File: src/rtl/vec_irq_pkg.sv
package vec_irq_pkg;
  localparam int VEC_W     = 16;
  localparam int NUM_MASKED = 3;  // lines A, B, C
  localparam int NUM_SRC   = 5;

  localparam logic [VEC_W-1:0] VEC_NMI = 16'h0024;
  localparam logic [VEC_W-1:0] VEC_A   = 16'h003C;
  localparam logic [VEC_W-1:0] VEC_B   = 16'h0034;
  localparam logic [VEC_W-1:0] VEC_C   = 16'h002C;

  // strobes from control to datapath: one bit per line taken at a boundary
  typedef struct packed {
    logic nmi;
    logic a;
    logic b;
    logic c;
    logic gen;
  } take_t;
endpackage

File: src/rtl/vec_irq_datapath.sv
module vec_irq_datapath
  import vec_irq_pkg::*;
(
  input  logic                  clk,
  input  logic                  rstN,
  input  logic                  nmiIn,
  input  logic                  lineA,
  input  logic                  lineB,
  input  logic                  lineC,
  input  logic                  genIn,
  input  logic                  cmdEnable,
  input  logic                  cmdDisable,
  input  logic                  maskWrite,
  input  logic [NUM_MASKED-1:0] maskData,
  input  take_t                 take,
  output logic                  nmiQual,
  output logic [NUM_MASKED-1:0] maskedQual,
  output logic                  genQual,
  output logic                  ienOut
);
  logic prevNmi, prevA, nmiPend, aPend, ien;
  logic [NUM_MASKED-1:0] maskReg;
  logic [NUM_MASKED-1:0] maskedSrc;
  logic anyTake;

  assign anyTake = |take;

  always_ff @(posedge clk or negedge rstN) begin
    if (!rstN) begin
      prevNmi <= 1'b0;
      prevA   <= 1'b0;
      nmiPend <= 1'b0;
      aPend   <= 1'b0;
      ien     <= 1'b0;
      maskReg <= '1;
    end else begin
      prevNmi <= nmiIn;
      prevA   <= lineA;
      // edge sets, a low level discards, a take consumes
      nmiPend <= nmiIn & ((nmiPend & ~take.nmi) | ~prevNmi);
      aPend   <= (aPend & ~take.a) | (lineA & ~prevA);
      if (anyTake || cmdDisable) ien <= 1'b0;
      else if (cmdEnable)        ien <= 1'b1;
      if (maskWrite) maskReg <= maskData;
    end
  end

  assign maskedSrc = {lineC, lineB, aPend};

  for (genvar i = 0; i < NUM_MASKED; i++) begin : g_qual
    assign maskedQual[i] = maskedSrc[i] & ~maskReg[i] & ien;
  end

  assign nmiQual = nmiPend & nmiIn;
  assign genQual = genIn & ien;
  assign ienOut  = ien;

  // any take leaves the enable flag cleared
  p_take_clears_ien_r9: assert property (@(posedge clk) disable iff (!rstN)
    anyTake |=> !ien);
  // disable strobe always wins
  p_disable_wins_r7: assert property (@(posedge clk) disable iff (!rstN)
    cmdDisable |=> !ien);
  // maskable lines are never taken with the flag clear
  p_masked_need_ien_r8: assert property (@(posedge clk) disable iff (!rstN)
    (take.a | take.b | take.c | take.gen) |-> ien);
endmodule

File: src/rtl/vec_irq_control.sv
module vec_irq_control
  import vec_irq_pkg::*;
(
  input  logic                  clk,
  input  logic                  rstN,
  input  logic                  boundary,
  input  logic                  nmiQual,
  input  logic [NUM_MASKED-1:0] maskedQual,
  input  logic                  genQual,
  output take_t                 take,
  output logic                  irqReq,
  output logic [VEC_W-1:0]      irqVector,
  output logic                  irqExternal
);
  logic [VEC_W-1:0] nextVec;

  always_comb begin
    take    = '0;
    nextVec = '0;
    if (boundary) begin
      if (nmiQual) begin
        take.nmi = 1'b1; nextVec = VEC_NMI;
      end else if (maskedQual[0]) begin
        take.a = 1'b1;   nextVec = VEC_A;
      end else if (maskedQual[1]) begin
        take.b = 1'b1;   nextVec = VEC_B;
      end else if (maskedQual[2]) begin
        take.c = 1'b1;   nextVec = VEC_C;
      end else if (genQual) begin
        take.gen = 1'b1;
      end
    end
  end

  always_ff @(posedge clk or negedge rstN) begin
    if (!rstN) begin
      irqReq      <= 1'b0;
      irqVector   <= '0;
      irqExternal <= 1'b0;
    end else begin
      irqReq      <= |take;
      irqVector   <= nextVec;
      irqExternal <= take.gen;
    end
  end

  // at most one line taken per boundary
  p_single_take_r1: assert property (@(posedge clk) disable iff (!rstN)
    $onehot0(take));
  // a request only follows a boundary
  p_req_after_boundary_r10: assert property (@(posedge clk) disable iff (!rstN)
    $rose(irqReq) |-> $past(boundary));
  // external flag comes with a request and a zero vector
  p_ext_zero_vec_r3: assert property (@(posedge clk) disable iff (!rstN)
    irqExternal |-> (irqReq && irqVector == '0));
  // a non-maskable take needs the line high now
  p_nmi_level_r6: assert property (@(posedge clk) disable iff (!rstN)
    take.nmi |-> nmiQual);
endmodule

File: src/rtl/vec_irq_ctrl.sv
module vec_irq_ctrl
  import vec_irq_pkg::*;
(
  input  logic             clk,
  input  logic             rstN,
  input  logic             nmiIn,
  input  logic             lineA,
  input  logic             lineB,
  input  logic             lineC,
  input  logic             genIn,
  input  logic             cmdEnable,
  input  logic             cmdDisable,
  input  logic             maskWrite,
  input  logic [2:0]       maskData,
  input  logic             boundary,
  output logic             irqReq,
  output logic [15:0]      irqVector,
  output logic             irqExternal
);
  take_t take;
  logic nmiQual, genQual, ienOut;
  logic [NUM_MASKED-1:0] maskedQual;

  vec_irq_datapath u_dp (
    .clk(clk), .rstN(rstN), .nmiIn(nmiIn), .lineA(lineA), .lineB(lineB),
    .lineC(lineC), .genIn(genIn), .cmdEnable(cmdEnable),
    .cmdDisable(cmdDisable), .maskWrite(maskWrite), .maskData(maskData),
    .take(take), .nmiQual(nmiQual), .maskedQual(maskedQual),
    .genQual(genQual), .ienOut(ienOut)
  );

  vec_irq_control u_ctl (
    .clk(clk), .rstN(rstN), .boundary(boundary), .nmiQual(nmiQual),
    .maskedQual(maskedQual), .genQual(genQual), .take(take),
    .irqReq(irqReq), .irqVector(irqVector), .irqExternal(irqExternal)
  );

  // outputs are quiet right after reset ends
  p_quiet_after_reset_r11: assert property (@(posedge clk)
    $rose(rstN) |-> (!irqReq && irqVector == '0 && !irqExternal));
  // a maskable request needs the enable flag set on the edge before
  p_req_needs_ien_r8: assert property (@(posedge clk) disable iff (!rstN)
    (irqReq && irqVector != 16'h0024) |-> $past(ienOut));
endmodule

File: config.mk
export PLATFORM = sky130hd
export DESIGN_NAME = vec_irq_ctrl
export DESIGN_NICKNAME = d
export VERILOG_FILES = /design/src/rtl/vec_irq_pkg.sv /design/src/rtl/vec_irq_datapath.sv /design/src/rtl/vec_irq_control.sv /design/src/rtl/vec_irq_ctrl.sv
export SDC_FILE = /design/constraint.sdc
export NUM_CORES = 1
export LEC_CHECK = 0
export ABC_AREA = 1
export CORE_UTILIZATION = 45
export CTS_CLUSTER_SIZE = 20
export DETAILED_ROUTE_END_ITERATION = 7
export DONT_BUFFER_PORTS = 1
export SYNTH_ARGS = -nofsm -noshare
export SYNTH_HDL_FRONTEND = slang
export SYNTH_SLANG_ARGS = --single-unit
export TNS_END_PERCENT = 50
File: constraint.sdc
create_clock -name clk -period 1.98 [get_ports clk]
set_input_delay 0.198 -clock clk [delete_from_list [all_inputs] [get_ports clk]]
set_output_delay 0.198 -clock clk [all_outputs]
set_load 0.02 [all_outputs]
==> out/metrics.yaml <==
status: "finished, final reports clean"
post_cts_resize_count: 0
grt_start_max_net_pins: 14
critPathKind: "register to register"
synthDistinctLibCells: 16
antenna_cells: 0
dr.pass1.iters: 2
cts_max_level: 1
cap_violations: 0
total_power_mw: 0.538
finalHoldViolations: 0
relSlewSlack: 0.620
die_area_um2: 1490
drc: 0
hpwl_um: 574
cts_tree: "done"
port-buffer-count: 0
final_common_cell: "conb_1"
first_iter_violations: 4
synth_area_per_cell_um2: 10.2
period_minus_slack_ns: 1.03
rsz0062_at_grt: "no"
grt_antenna_before_repair: 0
ir_drop_mv: 0.508
power.density_nw_per_um2: 869
place_congestion: 0.731
overflow: 0
post-route-util: 0.529
clk_path_buf_depth: 2
fmax_ghz: 0.975
totalWireLength_um: 773
crit_path_end_kind: "register"
min_period_over_period: 0.518
drt-wirelength-per-cell_um: 9.91
hold_path_startpoint: "boundary"
drive_gt1_frac: 0.234
grt_use_met2: 0.183
arrival_ns: 1.24
tightestPinTransition_ns: 0.568
finalSetupTns_ns: 0
p_leak_nw: 0.314
setup_viol: 0
clock_skew_ns: 0.00153
routed_via_density: 4.51
start_util: 0.514
critical_path.max_fanout: 2
clk_latency_ns: 0.27
row_count: 12
grt_usage: 0.139
final_antenna_net_count: 0
fp.dieW_um: 38.6
ios: 32
grt_pass1_vias: 302
grtUsageMet3: 0.0925
cts_sinks: 13
layout_common_cells: "conb_1 (12), dfrtp_1 (10), nand2_1 (6)"
core_um2: 1170
netlist_area_um2: 602
critPathLaunch: "u_dp.maskReg[0]"
gr-usage-met1: 0.132
grt_pass1_wl_mm: 1.23
yosys_warnings: 0
start_kind: "register"
num-fill-cells: 118
yosysSeqAreaShare: 0.547
cts_root_buffer: "clkbuf_4"
hold_path_class: "input port to register"
fin_cells: 78
syn_inst: 59
synth_seq_cells: 13
dr_total_vias: 352
cp_data_required_time_ns: 2.19
clk_pin_slew_ns: 0.07
grt-busiest-layer: "met2"
crit-reg2reg-launch: "u_dp.maskReg[0]"
layout.nets: 79
dpl.cell_count: 71
finalMaxSlewViolations: 0
fp.dieH_um: 38.6
cts_buffers: 3
syn_to_final_growth_pct: 2.91
-- sequential cells by signal, summed over array words and instances, names as in the netlist --
| name | flops |
|---|---|
| u_dp.aPend | 1 |
| u_dp.nmiPend | 1 |
| u_ctl.irqVector | 3 |
| u_dp.prevNmi | 1 |
| u_ctl.irqExternal | 1 |
| u_ctl.irqReq | 1 |
| u_dp.ienOut | 1 |
| u_dp.prevA | 1 |
| u_dp.maskReg | 3 |
-- final timing paths --
path / slack (ns) / end / depth (start not counted)
worst min register to register: 0.42 / u_dp.aPend / 1
max in group asynchronous: 1.25 / u_dp.maskReg[0] / 1
min in group asynchronous: 0.36 / u_ctl.irqVector[4] / 1
worst min-delay path: 0.04 / u_ctl.irqVector[2] / 2
worst max register to register: 0.95 / u_dp.ienOut / 6
worst max-delay path: 0.95 / u_dp.ienOut / 6
-- power breakdown --
part           switching (mW)  internal (mW)  leakage, nW  total (mW)
clock network          0.0808         0.0781       0.0150       0.159
logic                  0.0441         0.0215        0.141      0.0656
registers              0.0227          0.291        0.158       0.314
-- metal layers --
layer	routed length, um	up-vias	part of all wire
met4	34	0	0.044
li1	-	169	-
met1	306	155	0.40
met5	0	-	0
met2	311	24	0.40
met3	120	4	0.16
-- metrics by stage --
stage          area, um^2  setup WS, ns  hold slack, ns
2_1_floorplan         643          1.01         -0.0976
3_3_place_gp          563         0.958         -0.0973
3_5_place_dp          563         0.945         -0.0973
4_1_cts               619         0.938          0.0337
5_1_grt               619         0.860          0.0282
6_report              619         0.954          0.0396
-- synthesized netlist by cell type --
cell / count / area, um^2
nand2_2: 3 / 18.8
dfstp_2: 3 / 78.8
a21oi_1: 1 / 5.00
o21bai_1: 1 / 7.51
buf_4: 13 / 97.6
conb_1: 1 / 3.75
dfrtp_1: 10 / 250
o21ai_1: 1 / 5.00
nand3_1: 1 / 5.00
nor2_1: 5 / 18.8
nor2_2: 3 / 18.8
inv_1: 5 / 18.8
o21ai_0: 2 / 10.0
mux2_2: 3 / 33.8
nand2_1: 6 / 22.5
a21boi_0: 1 / 7.51
-- logic make-up after synthesis --
family	synth area share
other	0.00623
AO/OA/AOI/OAI	0.0582
AND/OR/NAND/NOR	0.139
buffers and inverters	0.193
multiplexers	0.0561
flip-flops	0.547
-- area by class of cell --
| type | instances | area (um^2) | share of cell area |
|---|---|---|---|
| Sequential cell | 13 | 329 | 0.531 |
| Multi-Input combinational cell | 39 | 198 | 0.319 |
| Tap cell | 14 | 17.5 | 0.0283 |
| Inverter | 5 | 18.8 | 0.0303 |
| Clock buffer | 4 | 26.3 | 0.0424 |
| Timing Repair Buffer | 3 | 30.0 | 0.0485 |
-- worst max-delay path: stages (launching register included) --
cell and delay (ns):
dfstp_2 0.54, nor2_2 0.05, nor2_2 0.13, nand2_2 0.07, nand2_2 0.07, nand2_2 0.05, nor2_2 0.07
-- repair_timing --
action,CTS,global route
hold buffers,3,0
setup buffers,0,0
hold endpoints to repair,15,0
Power figures use the tool's default switching activity.
